--- config.mk ---
export PLATFORM = sky130hd
export DESIGN_NAME = ppwin_decode
export DESIGN_NICKNAME = d
export VERILOG_FILES = /design/src/rtl/ppwin_pkg.sv /design/src/rtl/ppwin_page_map.sv /design/src/rtl/ppwin_unit_resolve.sv /design/src/rtl/ppwin_decode.sv
export SDC_FILE = /design/constraint.sdc
export NUM_CORES = 1
export LEC_CHECK = 0
export ABC_AREA = 1
export CAP_MARGIN = 20
export CORE_UTILIZATION = 60
export DETAILED_ROUTE_END_ITERATION = 10
export DONT_BUFFER_PORTS = 1
export HOLD_SLACK_MARGIN = 0.03
export PLACE_DENSITY = 0.84
export RECOVER_POWER = 25
export SLEW_MARGIN = 40
export SYNTH_ARGS = -nofsm -noshare
export SYNTH_HDL_FRONTEND = slang
export SYNTH_SLANG_ARGS = --single-unit
--- constraint.sdc ---
create_clock -name clk -period 0.8 [get_ports clk]
set_clock_uncertainty 0.15 [all_clocks]
set_input_delay 0.04 -clock clk [delete_from_list [all_inputs] [get_ports clk]]
set_output_delay 0.04 -clock clk [all_outputs]
set_load 0.02 [all_outputs]
--- src/rtl/ppwin_pkg.sv ---
package ppwin_pkg;
   localparam int WIN_AW  = 13;
   localparam int OFF_W   = 12;
   localparam int NREG    = 5;
   localparam int RG_SCU   = 0;
   localparam int RG_CPUIF = 1;
   localparam int RG_TIMER = 2;
   localparam int RG_WDOG  = 3;
   localparam int RG_DIST  = 4;
   localparam int TMR_PAGE0 = 6;
   localparam int MAX_CORES = 4;
   typedef logic [NREG-1:0] region_t;
endpackage

--- src/rtl/ppwin_page_map.sv ---
module ppwin_page_map
   import ppwin_pkg::*;
#(
   parameter int NUM_CORES = 4
) (
   input  logic [WIN_AW-1:0] addr,
   output region_t           region,
   output logic [3:0]        unit,
   output logic [OFF_W-1:0]  offset,
   output logic              hole
);
   localparam int CPUIF_HI = NUM_CORES + 1;
   localparam int TMR_HI   = TMR_PAGE0 + NUM_CORES;

   logic [3:0] page;
   assign page = addr[11:8];

   always_comb begin
      region = '0;
      unit   = '0;
      offset = '0;
      hole   = 1'b0;
      if (addr[12]) begin
         region[RG_DIST] = 1'b1;
         offset = addr[11:0];
      end else if (page == 4'd0) begin
         region[RG_SCU] = 1'b1;
         offset = {4'h0, addr[7:0]};
      end else if (page <= 4'(CPUIF_HI)) begin
         region[RG_CPUIF] = 1'b1;
         unit   = page - 4'd1;
         offset = {4'h0, addr[7:0]};
      end else if (page >= 4'(TMR_PAGE0) && page <= 4'(TMR_HI)) begin
         unit   = page - 4'(TMR_PAGE0);
         offset = {7'h0, addr[4:0]};
         case (addr[7:5])
            3'd0: region[RG_TIMER] = 1'b1;
            3'd1: region[RG_WDOG]  = 1'b1;
            default: begin
               hole   = 1'b1;
               unit   = '0;
               offset = '0;
            end
         endcase
      end else begin
         hole = 1'b1;
      end
   end

   // every address is either exactly one group or a hole
   always_comb begin
      p_decode_total_r8: assert ($onehot(region) != hole)
         else $error("page map: region/hole mismatch");
   end
endmodule

--- src/rtl/ppwin_unit_resolve.sv ---
module ppwin_unit_resolve #(
   parameter int NUM_CORES = 4,
   parameter int IDX_W     = 2
) (
   input  logic [3:0]       unit,
   input  logic             per_core,
   input  logic [IDX_W-1:0] core,
   output logic [IDX_W-1:0] idx,
   output logic             bad
);
   logic alias_hit;
   logic core_ok;

   assign alias_hit = per_core && (unit == 4'd0);

   generate
      if (NUM_CORES == (1 << IDX_W)) begin : g_full_range
         assign core_ok = 1'b1;
      end else begin : g_range_check
         assign core_ok = (core < IDX_W'(NUM_CORES));
      end
   endgenerate

   assign idx = alias_hit ? core : IDX_W'(unit - 4'd1);
   assign bad = alias_hit && !core_ok;

   // a resolved per-core index always names an existing core
   always_comb begin
      p_idx_in_range_r4: assert (bad || !per_core || int'(idx) < NUM_CORES)
         else $error("resolve: index out of range");
   end
endmodule

--- src/rtl/ppwin_decode.sv ---
module ppwin_decode
   import ppwin_pkg::*;
#(
   parameter int NUM_CORES = 4,
   localparam int CORE_W   = (NUM_CORES > 1) ? $clog2(NUM_CORES) : 1
) (
   input  logic              clk,
   input  logic              rst_n,
   input  logic              req_valid,
   input  logic [12:0]       req_addr,
   input  logic [CORE_W-1:0] req_core,
   output logic              rsp_valid,
   output logic [4:0]        rsp_sel,
   output logic [CORE_W-1:0] rsp_idx,
   output logic [11:0]       rsp_offset,
   output logic              rsp_err
);
   generate
      if (NUM_CORES < 1 || NUM_CORES > MAX_CORES) begin : g_bad_cfg
         $error("ppwin_decode: NUM_CORES must be 1..4 so CPU and timer pages stay apart");
      end
   endgenerate

   region_t            map_region;
   logic [3:0]         map_unit;
   logic [OFF_W-1:0]   map_offset;
   logic               map_hole;
   logic [CORE_W-1:0]  res_idx;
   logic               res_bad;
   logic               per_core;
   logic               fault;
   logic               take;

   ppwin_page_map #(.NUM_CORES(NUM_CORES)) u_map (
      .addr   (req_addr),
      .region (map_region),
      .unit   (map_unit),
      .offset (map_offset),
      .hole   (map_hole)
   );

   assign per_core = map_region[RG_CPUIF] | map_region[RG_TIMER] | map_region[RG_WDOG];

   ppwin_unit_resolve #(.NUM_CORES(NUM_CORES), .IDX_W(CORE_W)) u_res (
      .unit     (map_unit),
      .per_core (per_core),
      .core     (req_core),
      .idx      (res_idx),
      .bad      (res_bad)
   );

   assign fault = map_hole | res_bad;
   assign take  = req_valid & ~fault;

   always_ff @(posedge clk or negedge rst_n) begin
      if (!rst_n) begin
         rsp_valid  <= 1'b0;
         rsp_sel    <= '0;
         rsp_idx    <= '0;
         rsp_offset <= '0;
         rsp_err    <= 1'b0;
      end else begin
         rsp_valid  <= req_valid;
         rsp_sel    <= take ? map_region : '0;
         rsp_idx    <= (take && per_core) ? res_idx : '0;
         rsp_offset <= take ? map_offset : '0;
         rsp_err    <= req_valid & fault;
      end
   end

   // response follows the strobe by one cycle
   p_resp_follows_r2: assert property (@(posedge clk) disable iff (!rst_n)
      req_valid |=> rsp_valid);
   // idle cycles leave nothing selected
   p_idle_quiet_r2: assert property (@(posedge clk) disable iff (!rst_n)
      !req_valid |=> (!rsp_valid && rsp_sel == '0 && !rsp_err));
   // mapped responses select exactly one group
   p_sel_onehot_r12: assert property (@(posedge clk) disable iff (!rst_n)
      (rsp_valid && !rsp_err) |-> ($countones(rsp_sel) == 1));
   // faulted responses carry no selection data
   p_err_clean_r11: assert property (@(posedge clk) disable iff (!rst_n)
      rsp_err |-> (rsp_sel == '0 && rsp_idx == '0 && rsp_offset == '0));
   // timer and watchdog offsets stay inside their 32-byte windows
   p_timer_off_r5: assert property (@(posedge clk) disable iff (!rst_n)
      (rsp_sel[RG_TIMER] || rsp_sel[RG_WDOG]) |-> (rsp_offset < 12'h020));
endmodule

==> results of run 1 <==
-- cells in the mapped netlist --
| cell type | number | area (µm²) |
|---|---|---|
| a21boi_0 | 1 | 7.51 |
| a21oi_1 | 3 | 15.0 |
| a31oi_1 | 1 | 6.26 |
| dfrtp_1 | 21 | 526 |
| ha_1 | 7 | 87.6 |
| inv_1 | 20 | 75.1 |
| inv_2 | 1 | 3.75 |
| nand2_1 | 24 | 90.1 |
| nand2_2 | 1 | 6.26 |
| nand2_4 | 2 | 22.5 |
| nand3_1 | 7 | 35.0 |
| nand3_2 | 1 | 10.0 |
| nand3_4 | 1 | 17.5 |
| nor2_1 | 23 | 86.3 |
| nor2_2 | 1 | 6.26 |
| nor2_4 | 1 | 11.3 |
| nor3_1 | 4 | 20.0 |
| o21ai_0 | 1 | 5.00 |
| o21bai_1 | 1 | 7.51 |
-- stage by stage --
stage                     hold WS, ps  setup TNS, ps  area, µm²  setup WS [ps]
after floorplan                  -406          -5430       1040           -926
after global placement           -405          -7200       1230           -952
after detailed placement         -405          -8150       1230          -1120
-- kinds of logic after synthesis --
family	Yosys count	synth area share
AO/OA/AOI/OAI	7	0.0398
adder cells (fa/ha/maj)	7	0.0843
buffers and inverters	21	0.0759
flip-flops	21	0.506
AND/OR/NAND/NOR	65	0.294
==> results summary, run 1 <==
Buffers inserted to repair hold after CTS numbered 14. The mean cell area of the mapped netlist is 8.58 µm². The synthesized instance count is 121. The number of resized instances in the post-cts repair step is 37. The register bit total from synthesis came out at 21. The number of rows in the core area is 14. The final weighted congestion of routability-driven global placement is 0.793. Yosys printed 0 warnings. The first error in the log reads "[ERROR DPL-0038] Utilization greater than 100%, impossible to legalize".

The cell count after placement is 159. The number of I/O port buffers is 0. The count of distinct cell types in the synthesized netlist is 19. The half-perimeter wire length after placement is 1580 µm. The number of setup buffers added after CTS is 13. The maximum level of the CTS H-tree is 1. The number of nets in the synthesized netlist is 146. The run stopped with a tool error. The initial core utilization came out at 0.666. The stage where the run came to a stop is clock tree synthesis (4_1_cts). The tree is rooted in a clkbuf_4.

The sequential-to-total area share from yosys stat came out at 0.506. The horizontal extent of the die is 43.6 µm. The clock passes through at most 2 buffers. The tree built by TritonCTS fans out to 21 sinks. 39 I/O pins were placed. The post-synthesis cell area came out at 1040 µm². The TritonCTS buffer count is 3.

The floorplan step set the die height to 43.6 µm.
==> run 2: changes to the inputs <==
--- a/config.mk
+++ b/config.mk
@@ -7,11 +7,11 @@
 export LEC_CHECK = 0
 export ABC_AREA = 1
 export CAP_MARGIN = 20
-export CORE_UTILIZATION = 60
+export CORE_AREA = 2 2 63 65
 export DETAILED_ROUTE_END_ITERATION = 10
+export DIE_AREA = 0 0 65 67
 export DONT_BUFFER_PORTS = 1
-export HOLD_SLACK_MARGIN = 0.03
-export PLACE_DENSITY = 0.84
+export PLACE_DENSITY_LB_ADDON = 0.15
 export RECOVER_POWER = 25
 export SLEW_MARGIN = 40
 export SYNTH_ARGS = -nofsm -noshare
==> run 2 against run 1 <==
Against the previous run:
- the flow now finishes, with violations (hold timing, setup timing)
- area after synthesis is the same
- synthesized cell count did not move
==> results summary, run 2 <==
The flow ran to the end, but the final reports show violations. The final reports fail on hold timing, setup timing. The mean cell area of the mapped netlist was 8.58 µm² (unchanged). The total overflow reported by the global router came out at 0. The commonest non-fill, non-tap cell in the layout is buf_4. In this run the worst setup path begins at req_addr[9].

The hold buffer count at CTS came to 12 (-2). The sequential-to-total area share from yosys stat is 0.506 (unchanged). The mux share of post-synthesis cell area is 0 (unchanged).

The cell sitting at the root of the clock tree is a clkbuf_8. The number of global-route vias before repair was 1,010. The final weighted congestion of routability-driven global placement is 0.699 (-12%).

In the final layout, the share of cells above drive strength 1 is 0.459. dfrtp_1 takes more of the synthesized area than any other cell. The worst-path maximum fanout is 5. The data arrival time of the critical path came out at 1590 ps. The number of pins with negative max-slew slack in the final report is 0. The overall routing resource usage is 0.126. Measured against its own limit, the worst slew margin works out to 0.665. The worst IR drop on VDD is 551 µV.

The TritonCTS clock tree is done. The cell count after placement came to 191 (+20%). The multi-input combinational cells in the finished layout cover a total of 515 µm². For this run, design rule violations remaining after detail routing come to 0. STA classifies the critical path startpoint as an input port. After the last flow step, the layout net total stands at 196. The share of the clock period used by the worst path came out at 1.94. In the post-synthesis netlist, the cell with the most instances is nand2_1. The met3 global-route usage is 0.0270. The height of the chip is 67 µm (+54%). The number of buffers and inverters on the critical path came out at 9. The die outline area came out at 4360 µm². The compound-gate portion of the synthesized area was 0.0398 (unchanged). Setup violations remaining at the end of the flow were counted as 36. The post-synthesis share of cell area spent on full adders, half adders and majority gates is 0.0843 (unchanged).

The count of vias placed by the detailed router came out at 935. Measured on the finished design, the core utilization comes to 0.450. The number of nets produced by synthesis came out at 146 (unchanged).

The finished layout holds 218 standard cells, fillers aside. The area share of and/or/nand/nor cells after synthesis was 0.294 (unchanged). The least setup slack across all paths after layout came out at -754 ps. The slew at the pin closest to its max-slew limit is 503 ps. The slowest stage of the critical path is the ha_4 cell.

Dividing the detail-routed via count by the number of cells gives 4.29. The number of clock sinks came out at 21 (unchanged). The most instantiated flip-flop cell in the synthesis netlist is dfrtp_1.

The area of the core came out at 3610 µm². Walking the worst path, the cells encountered are clkinvlp_4, ha_4, nand3_2, nand2_4, nor2_1, inv_1, buf_4, buf_4, buf_4, buf_4, buf_4, buf_4, buf_4, nor2_1. The first-pass GRT wire length came out at 4130 µm. The global routing stage identified its most utilized layer as met2. The fmax is 643 MHz. The count of distinct cell types in the synthesized netlist was 19 (unchanged). The clock transition at the registers of the reported paths is 70 ps. Final hold analysis gives a worst-case slack of -414 ps.

The async set or reset register ratio after synthesis is 1.00 (unchanged). The initial core utilization was 0.288 (-0.378). The hold violation total from the final report came out at 27. The total power draw came out at 2390 µW. Entering global routing, the biggest net connects 22 pins. The number of warnings printed during yosys synthesis was 0 (unchanged).

The cell family contributing the most delay on the critical path is buffers and inverters. Setup repair after global routing could not meet its margin everywhere. The detailed-route wire length per cell came out at 11.3 µm. The register bit total from synthesis is 21 (unchanged). The number of antenna violations at the first check in global routing came to 0. The half-perimeter wire length after placement was 1830 µm (+16%). The buffer depth of the longest clock path came out at 2 (unchanged). In the post-synthesis netlist, the biggest area contributors are dfrtp_1 51%, nand2_1 8.7%, ha_1 8.4%, nor2_1 8.3%, inv_1 7.2%. The delay of the slowest cell on the worst path is 190 ps. The number of flip-flops in the largest register is 12.

The leakage power of the design came out at 0.000836 µW. The layout has 359 filler cells. The maximum level of the CTS H-tree came out at 1 (unchanged). Compared with the post-synthesis result, the final layout area differs by 56.3%. In the layout the commonest cells are 31 x buf_4, 19 x nand2_1, 19 x nor2_1. The power density over cell area came out at 1470 nW/µm². The number of DRC markers after the initial detailed-route iteration came out at 29. The number of rows in the core area came to 22 (+8). The horizontal extent of the die came out at 65 µm (+49%). The post-synthesis cell area is 1040 µm² (unchanged). By count the netlist is led by 24 x nand2_1, 23 x nor2_1, 21 x dfrtp_1. The setup TNS is -7300 ps. The total iterations of the first detailed-routing run is 4. The path class of the tightest hold or removal check is input port to asynchronous set/reset pin.

The sequential standard cell area came out at 539 µm². By area, the combinational part of the netlist is dominated by simple AND/OR/NAND/NOR gates. The worst setup path is captured at a flip-flop. The number of I/O port buffers is 0 (unchanged). The share of the synthesized netlist area taken by xor and xnor gates came to 0 (unchanged).

The count of maximum capacitance violations is 0. The total wire length after detailed routing is 2460 µm. The TritonCTS buffer count came out at 3 (unchanged). The required time of the worst setup path is 840 ps.

Once detail routing completed, the nets flagged for antenna violations numbered 0. The number of I/O pins came out at 39 (unchanged). By startpoint and endpoint, the worst setup path is classified as input port to flip-flop.

Counting flops per register, the top entry is rsp_offset. The repair_antennas step left the layout with diodes totalling 0. For this run, global-route usage on met1 was measured as 0.116. The number of enable-type register cells in the synthesized netlist came to 0 (unchanged). The synthesized instance count is 121 (unchanged). The proportion of netlist area held by the largest area contributor is 0.506 (unchanged). The worst path in the final design needs a cycle of 1550 ps, including I/O delays and setup.

The met2 demand-to-capacity share in global routing is 0.244. In this design, the critical path's most frequently occurring cell is buf_4. The largest registers in the layout are rsp_offset: 12 flops, rsp_sel: 5 flops, rsp_idx: 2 flops.
[run 2: per-stage QoR]
stage	instance area [µm²]	worst slack, ps
3_5_place_dp	1270	-1090
6_report	1620	-754
4_1_cts	1600	-717
5_1_grt	1620	-830
2_1_floorplan	1040	-926
3_3_place_gp	1270	-1080
[run 2: path summary, 6_finish.rpt]
path                       cells after the start            end
max                                           14     rsp_sel[1]
min                                            1  rsp_offset[0]
max in group asynchronous                      1        rsp_err
min in group clk                               4     rsp_idx[0]
[run 2: routing by layer]
metal / up-vias / part of all wire / routed length, µm
li1: 465 / - / -
met1: 432 / 0.36 / 883
met2: 33 / 0.56 / 1370
met3: 5 / 0.066 / 162
met4: 0 / 0.018 / 44
met5: - / 0 / 0
[run 2: report_power, final]
| group | switching (µW) | internal, µW | leakage [µW] |
|---|---|---|---|
| Sequential | 83.7 | 1120 | 0.000264 |
| Combinational | 255 | 269 | 0.000547 |
| Clock | 319 | 346 | 0.0000255 |
| Total | 658 | 1730 | 0.000836 |
[run 2: layout make-up]
cell class | instances | share of cell area
Multi-Input combinational cell | 79 | 0.318
Tap cell | 48 | 0.0370
Clock inverter | 1 | 0.00308
Sequential cell | 21 | 0.332
Clock buffer | 3 | 0.0254
Timing Repair Buffer | 45 | 0.231
Inverter | 21 | 0.0532
[run 2: cell families after synthesis]
kind of cell | count (synthesis)
AND/OR/NAND/NOR | 65
buffers and inverters | 21
flip-flops | 21
AO/OA/AOI/OAI | 7
adder cells (fa/ha/maj) | 7
[run 2: repair_timing]
action,CTS,global route
gates resized for setup,24,12
endpoints found under the setup margin,36,41
cloned,0,0
hold endpoints to repair,42,27
setup buffers,11,0
pin swaps,9,1
No activity file was read; power rests on OpenSTA's default activity.
